==> config.mk <==
export PLATFORM = sky130hd
export DESIGN_NAME = flash_status_poller
export DESIGN_NICKNAME = d
export VERILOG_FILES = /design/src/rtl/fpoll_pkg.sv /design/src/rtl/fpoll_eval.sv /design/src/rtl/fpoll_budget.sv /design/src/rtl/flash_status_poller.sv
export SDC_FILE = /design/constraint.sdc
export NUM_CORES = 1
export LEC_CHECK = 0
export ABC_AREA = 1
export BUFFER_PORTS_ARGS = -buffer_cell sky130_fd_sc_hd__buf_2
export CAP_MARGIN = 10
export CORE_MARGIN = 5
export CORE_UTILIZATION = 40
export DETAILED_ROUTE_END_ITERATION = 10
export GPL_ROUTABILITY_DRIVEN = 0
export GPL_TIMING_DRIVEN = 0
export PLACE_DENSITY = 0.74
export SLEW_MARGIN = 0
export SYNTH_ARGS = -nofsm -noshare
export SYNTH_HDL_FRONTEND = slang
export SYNTH_SLANG_ARGS = --single-unit
export TNS_END_PERCENT = 20
==> constraint.sdc <==
create_clock -name clk -period 1.4 [get_ports clk]
set_input_delay 0.28 -clock clk [delete_from_list [all_inputs] [get_ports clk]]
set_output_delay 0.28 -clock clk [all_outputs]
set_load 0.01 [all_outputs]
==> src/rtl/fpoll_pkg.sv <==
package fpoll_pkg;
    typedef enum logic [2:0] {
        ST_IDLE    = 3'd0,
        ST_POLL    = 3'd1,
        ST_RECHK_A = 3'd2,
        ST_RECHK_B = 3'd3,
        ST_REPORT  = 3'd4
    } fpoll_state_t;

    typedef enum logic {
        MODE_DATA   = 1'b0,
        MODE_TOGGLE = 1'b1
    } fpoll_mode_t;

    localparam int BIT_DATA   = 7;
    localparam int BIT_TOGGLE = 6;
    localparam int BIT_LIMIT  = 5;
endpackage

==> src/rtl/fpoll_eval.sv <==
module fpoll_eval
    import fpoll_pkg::*;
#(
    parameter int DATA_W = 8
) (
    input  fpoll_mode_t       mode,
    input  logic [DATA_W-1:0] status,
    input  logic              exp_bit,
    input  logic              ref_bit,
    output logic              settled,
    output logic              limit_flag,
    output logic              tog_bit
);
    always_comb begin
        tog_bit    = status[BIT_TOGGLE];
        limit_flag = status[BIT_LIMIT];
        unique case (mode)
            MODE_DATA:   settled = (status[BIT_DATA] == exp_bit);
            MODE_TOGGLE: settled = (status[BIT_TOGGLE] == ref_bit);
            default:     settled = 1'b0;
        endcase
    end
endmodule

==> src/rtl/fpoll_budget.sv <==
module fpoll_budget #(
    parameter int MAX_POLLS = 1024
) (
    input  logic clk,
    input  logic rst_n,
    input  logic clr,
    input  logic step,
    output logic last
);
    localparam int CNT_W = (MAX_POLLS > 2) ? $clog2(MAX_POLLS) : 1;
    localparam logic [CNT_W-1:0] LAST_VAL = CNT_W'(MAX_POLLS - 1);

    logic [CNT_W-1:0] cnt;

    always_ff @(posedge clk) begin
        if (!rst_n || clr) begin
            cnt <= '0;
        end else if (step && cnt != LAST_VAL) begin
            cnt <= cnt + 1'b1;
        end
    end

    assign last = (cnt == LAST_VAL);

    // the poll count never runs past the budget
    a_r8_count_bound: assert property (@(posedge clk) disable iff (!rst_n)
        step |=> (cnt <= LAST_VAL));
endmodule

==> src/rtl/flash_status_poller.sv <==
module flash_status_poller
    import fpoll_pkg::*;
#(
    parameter int ADDR_W    = 17,
    parameter int DATA_W    = 8,
    parameter int MAX_POLLS = 1024
) (
    input  logic              clk,
    input  logic              rst_n,
    input  logic              start,
    input  logic              poll_mode,
    input  logic [ADDR_W-1:0] verify_addr,
    input  logic [DATA_W-1:0] expect_byte,
    output logic              rd_req,
    output logic [ADDR_W-1:0] rd_addr,
    input  logic              rd_ack,
    input  logic [DATA_W-1:0] rd_data,
    output logic              done,
    output logic              pass,
    output logic              fail
);
    fpoll_state_t      state, state_nx;
    fpoll_mode_t       mode_q;
    logic [ADDR_W-1:0] addr_q;
    logic              exp_q;
    logic              ref_q;
    logic              have_ref;
    logic              verdict;

    logic settled, limit_flag, tog_bit, last;
    logic poll_ack;
    logic win, lose, go_rechk;

    fpoll_eval #(.DATA_W(DATA_W)) u_eval (
        .mode       (mode_q),
        .status     (rd_data),
        .exp_bit    (exp_q),
        .ref_bit    (ref_q),
        .settled    (settled),
        .limit_flag (limit_flag),
        .tog_bit    (tog_bit)
    );

    assign poll_ack = (state == ST_POLL) && rd_ack;

    fpoll_budget #(.MAX_POLLS(MAX_POLLS)) u_budget (
        .clk   (clk),
        .rst_n (rst_n),
        .clr   (state == ST_IDLE),
        .step  (poll_ack),
        .last  (last)
    );

    // decision terms for the main loop
    always_comb begin
        win      = 1'b0;
        go_rechk = 1'b0;
        lose     = 1'b0;
        if (poll_ack) begin
            if (settled && (mode_q == MODE_DATA || have_ref)) begin
                win = 1'b1;
            end else if (limit_flag && (mode_q == MODE_DATA || have_ref)) begin
                go_rechk = 1'b1;
            end else if (last) begin
                lose = 1'b1;
            end
        end
    end

    // next-state logic
    always_comb begin
        state_nx = state;
        unique case (state)
            ST_IDLE:    if (start) state_nx = ST_POLL;
            ST_POLL: begin
                if (win || lose)   state_nx = ST_REPORT;
                else if (go_rechk) state_nx = ST_RECHK_A;
            end
            ST_RECHK_A: if (rd_ack) state_nx = (mode_q == MODE_DATA) ? ST_REPORT : ST_RECHK_B;
            ST_RECHK_B: if (rd_ack) state_nx = ST_REPORT;
            ST_REPORT:  state_nx = ST_IDLE;
            default:    state_nx = ST_IDLE;
        endcase
    end

    // state register
    always_ff @(posedge clk) begin
        if (!rst_n) state <= ST_IDLE;
        else        state <= state_nx;
    end

    // operation context
    always_ff @(posedge clk) begin
        if (!rst_n) begin
            mode_q   <= MODE_DATA;
            addr_q   <= '0;
            exp_q    <= 1'b0;
            ref_q    <= 1'b0;
            have_ref <= 1'b0;
            verdict  <= 1'b0;
        end else begin
            unique case (state)
                ST_IDLE: begin
                    if (start) begin
                        mode_q   <= fpoll_mode_t'(poll_mode);
                        addr_q   <= verify_addr;
                        exp_q    <= expect_byte[BIT_DATA];
                        have_ref <= 1'b0;
                    end
                end
                ST_POLL: begin
                    if (rd_ack) begin
                        ref_q    <= tog_bit;
                        have_ref <= 1'b1;
                        verdict  <= win;
                    end
                end
                ST_RECHK_A: begin
                    if (rd_ack) begin
                        ref_q   <= tog_bit;
                        verdict <= settled;
                    end
                end
                ST_RECHK_B: begin
                    if (rd_ack) verdict <= settled;
                end
                default: ;
            endcase
        end
    end

    // outputs
    always_comb begin
        rd_req  = (state == ST_POLL) || (state == ST_RECHK_A) || (state == ST_RECHK_B);
        rd_addr = addr_q;
        done    = (state == ST_REPORT);
        pass    = done && verdict;
        fail    = done && !verdict;
    end

    // exactly one verdict accompanies done
    a_r9_one_verdict: assert property (@(posedge clk) disable iff (!rst_n)
        done |-> ($countones({pass, fail}) == 1));
    // done lasts a single cycle
    a_r9_done_single: assert property (@(posedge clk) disable iff (!rst_n)
        done |=> !done);
    // no verdict outside done
    a_r9_verdict_gated: assert property (@(posedge clk) disable iff (!rst_n)
        (pass || fail) |-> done);
    // address is held across an outstanding or repeated read
    a_r2_addr_held: assert property (@(posedge clk) disable iff (!rst_n)
        (rd_req && $past(rd_req)) |-> $stable(rd_addr));
    // a result always follows an acknowledged read
    a_r3_report_after_ack: assert property (@(posedge clk) disable iff (!rst_n)
        done |-> $past(rd_ack));
    // a start during an operation does not restart it
    a_r10_busy_start: assert property (@(posedge clk) disable iff (!rst_n)
        (rd_req && start) |=> (rd_req || done));
endmodule

==> results of run 1 <==
## final timing paths
check                                  end  slack [ns]
worst max register to register    state[1]        0.01
worst min register to register    have_ref        0.45
worst max-delay path                  fail       0.005
worst min-delay path            rd_addr[9]        0.25
## state kept, by name (all words and copies together), names as in the netlist
register      cells
rd_addr          17
ref_q             1
state             3
mode_q            1
exp_q             1
have_ref          1
u_budget.cnt     10
verdict           1
## kinds of logic (layout without fill, tap and decap cells)
kind of cell | after synthesis | count (layout) | synth area share, %
simple gates | 128 | 129 | 33.9
fa+ha+maj | 1 | 1 | 0.719
buf+inv | 45 | 111 | 10.9
compound gates | 42 | 42 | 13.2
xor+xnor | 2 | 2 | 1.01
flops | 35 | 35 | 40.3
## layout make-up
cell class              count  area, µm²  share of cell area, %
plain buffers               8       51.3                   2.15
multi-input cells         174        968                   40.5
inverters                  37        144                   6.02
repair buffers             58        329                   13.8
flip-flops and latches     35        719                   30.1
well taps                  52       65.1                   2.72
clock buffers               5       68.8                   2.88
clock inverters             3       43.8                   1.83
## report_power, final
part           switching, µW  internal [µW]
combinational           1160            755
clock                    393            530
sequential               117           1200
## layer usage
layer,GRT usage [%],part of all wire (%),vias to the layer above
li1,-,-,950
met4,6.23,2.0,0
met5,0,0,-
met3,5.57,7.0,11
met2,22.3,46,65
met1,18.5,45,809
## layout by cell type (no fill, tap or decap), types with 2 or more instances in the layout
| cell | synthesis | final |
|---|---|---|
| nand2_1 | 62 | 56 |
| inv_4 | 1 | 2 |
| inv_2 | 5 | 5 |
| dfxtp_4 | 0 | 3 |
| nor3_1 | 5 | 5 |
| clkbuf_1 | 2 | 2 |
| buf_2 | 3 | 46 |
| nor2_4 | 1 | 5 |
| xnor2_1 | 2 | 2 |
| o211ai_1 | 2 | 2 |
| dfxtp_1 | 35 | 26 |
| inv_1 | 31 | 30 |
| nor2_2 | 3 | 6 |
| nand4_1 | 2 | 2 |
| nand3_1 | 28 | 26 |
| nor2_1 | 21 | 14 |
| dfxtp_2 | 0 | 6 |
| nand2_4 | 1 | 3 |
| clkbuf_8 | 0 | 5 |
| buf_4 | 0 | 14 |
| a21oi_1 | 30 | 28 |
| o21ai_0 | 6 | 6 |
| buf_6 | 2 | 3 |
| a21oi_2 | 2 | 4 |
| nand3_2 | 2 | 3 |
| nand2_2 | 0 | 5 |
## worst register-to-register path, delay by kind of cell, from the launching register on
kind	cells	cell delay, ns
and+or+nand+nor	5	0.66
DFF	1	0.36
buffers and inverters	3	0.31
## through the flow
step | worst slack (ns) | cell area, µm²
detailed placement | -0.150 | 2030
CTS | -0.0450 | 2240
finish | 0.00487 | 2390
global route | -0.0699 | 2390
global placement | -0.133 | 2030
floorplan | 0.0339 | 1740
## timing repair
item	4_1_cts	5_1_grt
setup buffers	7	6
pin swaps	9	13
endpoints found under the setup margin	17	23
resized for setup	16	30
gates cloned	1	0
==> metrics, run 1 <==
die width=76.0 µm; most frequent cell after synthesis=nand2_1; origin of the worst setup path=state[0]; setup TNS=0 ns; CTS root buffer=clkbuf_8; Worst Hold Class=primary input to register; leakage=0.00105 µW; mapped cell area=0.00174 mm²; first-pass GRT wire length=7110 µm; crit path capture type=output port; WP data required=1.12 ns; largest net degree at the start of global routing=13; P per Cell Area=1740 mW/mm²; CTS buffer count=5; Max Fclk=717 MHz; Layout Utilization=55.7%; CP max stage delay=0.36 ns; fin crit share=99.7%; Synthesized Nets=292; HP Start=verify_addr[9]; Max clock buf depth=2; Die Y=76.0 µm; Worst Reg-to-Reg Cells=8; Layout Skew=0.00727 ns; max_cap viols=0; FP Rows=24; core area=0.00429 mm²; reg2reg start=state[0]; Antenna Nets Post-Route=0; top cell type's share of synthesized area=40.3%; Final min period=1.40 ns; drt first-iter violations=105; Worst setup SP type=register; synthesized flop and latch total=35; ys async rst share=0%; worst vdd ir=0.974 mV; CP delay by family, top=flip-flops; drt pass-1 iters=4; final hold violation count=0; drt total wl=4630 µm; PortBufs=45; Area Growth Syn to Fin=37.3%; Clock transition at path regs=0.08 ns; Slew HR=70.6%; Hold-fix buffers, CTS=0; Syn Inst Count=253; Critical Path Fanout Max=3; dpl cells=350; CP max-delay cell=dfxtp_4; Yosys warnings=0; Buf/Inv on CP=3; vias in the first global route=1634; hpwl dp=2950 µm; Avg Cell Area, Syn=6.88 µm²; WP depth=6; CTS tree=yes; Max H-tree Level=2; Initial Util=40.5%; initial antenna violation count=0; main area contributors after synthesis=dfxtp_1 (40%), nand2_1 (13%), a21oi_1 (8.6%); drt via density=4.93; final setup vio count=0; critical path class=register to output port; DIE AREA=0.00577 mm²; Skew-Pair Late Insertion Delay=0.29 ns; Netlist cell types=28; Sink Count=35; Worst EP arrival=1.12 ns; actual slew at the worst max-slew pin=0.440 ns; Synth top cells by count=nand2_1 (62), dfxtp_1 (35), inv_1 (31); total global-route track usage=14.7%; Finished Layout Cells=372; n_diodes=0; routed len/inst=12.4 µm; worst hold margin=0.250 ns; Top-Level Pins=59; worst hold stages=3; final net count=358; Tot Pwr=4160 µW; unrepaired setup endpoints after global routing=yes; status=completed; area leader, netlist=dfxtp_1; share of layout cells above drive strength 1=37.5%; most common flop cell mapped by yosys=dfxtp_1; critical-path cell list=inv_4 > nand2_4 > nor2_4 > inv_2 > nor2_1 > buf_2; Congestion Overflow GR=0; Post-synth EDFFs=0; sequential share of the synthesized area=40.3%; fin. max-slew vios=0; DRC viols=0; # fillers=391; Vias=1835
Note: power is estimated with default switching activity, not from simulation.
==> inputs of run 2 (changes only) <==
- SETUP_SLACK_MARGIN: not set -> 0.3
==> run 2 against run 1 <==
  * The run now ends with negative setup slack left
  * Wire length increased by 0.80%
  * Clock-buffer cell count unchanged
  * Sequential power about the same
  * Non-clock buffer count increased by 2
  * Largest cell class unchanged
  * Highest routed layer unchanged
==> metrics, run 2 (synthesis gave the netlist of run 1 again) <==
GR Util met1=19.2% (was 18.5%); Worst setup SP type=register (unchanged); vias in the first global route=1687 (was 1634); worst hold stages=3 (unchanged); Worst Hold Class=primary input to register (unchanged); Global Route met3 Usage=4.15% (was 5.57%); leakage=0.00109 µW (was 0.00105 µW); die width=76.0 µm (unchanged); Max Fclk=713 MHz (was 717 MHz); Tot Pwr=4730 µW (was 4160 µW); grt peak-use layer=met2 (unchanged); Top-Level Pins=59 (unchanged); CTS buffer count=5 (unchanged); Slew HR=64.9% (was 70.6%); Initial Util=40.5% (unchanged); drt via density=5.00 (was 4.93); Die Y=76.0 µm (unchanged); Sequential Area=719 µm² (unchanged); DP Worst Slack=-0.0158 ns (was -0.150 ns); Worst Reg-to-Reg Cells=11 (was 8); most common cell after layout, fill and taps aside=nand2_1 (unchanged); worst vdd ir=1.33 mV (was 0.974 mV); setup TNS=-0.00345 ns (was 0 ns); hpwl dp=3030 µm (was 2950 µm); crit path capture type=output port (unchanged); Max H-tree Level=2 (unchanged); # fillers=375 (was 391); P per Cell Area=1880 mW/mm² (was 1740 mW/mm²); most frequent cells in the layout=nand2_1 (51), buf_2 (45), inv_1 (29) (was nand2_1 (56), buf_2 (46), inv_1 (30)); Antenna Nets Post-Route=0 (unchanged); DIE AREA=0.00577 mm² (unchanged); DRC viols=0 (unchanged); FP Rows=24 (unchanged); Critical Path Fanout Max=3 (unchanged); final setup vio count=1 (was 0); Hold-fix buffers, CTS=0 (unchanged); Worst EP arrival=1.12 ns (about the same); drt total wl=4660 µm (was 4630 µm); violated checks=negative setup slack; Final min period=1.40 ns (about the same); status=finished, violations left (was completed); n_diodes=0 (unchanged); actual slew at the worst max-slew pin=0.527 ns (was 0.440 ns); Congestion Overflow GR=0 (unchanged); Layout Skew=0.00640 ns (was 0.00727 ns); fin. max-slew vios=0 (unchanged); Max clock buf depth=2 (unchanged); area occupied by multi-input gates=0.00102 mm² (was 968 µm²); Clock transition at path regs=0.08 ns (about the same); WP data required=1.12 ns (about the same); unrepaired setup endpoints after global routing=yes (unchanged); met2 Use GR=24.5% (was 22.3%); initial antenna violation count=0 (unchanged); core area=0.00429 mm² (unchanged); final instance area=0.00252 mm² (was 0.00239 mm²); drt first-iter violations=91 (was 105); CTS tree=yes (unchanged); critical path class=register to output port (unchanged); Area Growth Syn to Fin=44.6% (was 37.3%); routed len/inst=12.5 µm (was 12.4 µm); max FFs per register=17 (unchanged); Skew-Pair Late Insertion Delay=0.29 ns (about the same); Sink Count=35 (unchanged); total global-route track usage=14.9% (was 14.7%); drt pass-1 iters=4 (unchanged); Vias=1864 (was 1835); fin crit share=100% (was 99.7%); largest net degree at the start of global routing=13 (unchanged); worst hold margin=0.225 ns (was 0.250 ns); DP Area=0.00205 mm² (was 0.00203 mm²); first-pass GRT wire length=7270 µm (was 7110 µm); max_cap viols=0 (unchanged); final hold violation count=0 (unchanged); PortBufs=45 (unchanged); final net count=359 (was 358); CTS root buffer=clkbuf_8 (unchanged); Worst Slack Setup Final=-0.00345 ns (was 0.00487 ns); share of layout cells above drive strength 1=43.3% (was 37.5%)
run 2: cell count changes in the layout (fill, tap and decap cells not counted), sizes merged:
cell / change
clkinv: -2
bufinv: +1
buf: +2
clkinvlp: +1
nand2: -1
run 2: worst max-delay path, cell delays in order (launching register included):
cell and delay (ns):
dfxtp_2 0.34, inv_2 0.08, nand2_4 0.06, nor2_4 0.10, inv_2 0.04, nor2_1 0.07
buf_2 0.13
run 2: power by group:
group	internal (µW)	total, µW	switching, µW	leakage [µW]
combinational	1010	2300	1290	0.000738
sequential	1200	1330	124	0.000291
clock	710	1100	391	0.0000644
run 2: timing repair:
item	in CTS	in global routing
endpoints found under the setup margin	39	40
pin swaps	10	32
resized for setup	24	43
buffers inserted	9	6
run 2: metrics by stage:
stage,cells,util (%)
floorplan,253,-
global placement,350,47.8
detailed placement,350,47.8
CTS,367,53.8
global route,373,58.6
finish,373,58.6
run 2: layer usage:
metal / part of all wire [%] / wire length (µm) / vias to the layer above
met5: 0 / 0 / -
met4: 0.64 / 30 / 0
met3: 6.0 / 278 / 4
met2: 48 / 2220 / 58
met1: 46 / 2130 / 852
li1: - / - / 950
run 2: area by class of cell:
type | count | area share [%]
timing repair buffer | 60 | 14.5
clock buffer | 5 | 2.73
tap | 52 | 2.58
sequential | 35 | 28.6
inverter | 37 | 5.82
multi-input combinational | 173 | 40.4
buffer | 8 | 2.73
clock inverter | 3 | 2.68
run 2: worst paths after layout:
check            startpoint           to  slack [ns]
min          verify_addr[5]   rd_addr[5]        0.22
min reg2reg     rd_addr[13]  rd_addr[13]        0.46
max reg2reg        state[1]     state[0]        0.01
max                state[1]         fail      -0.003
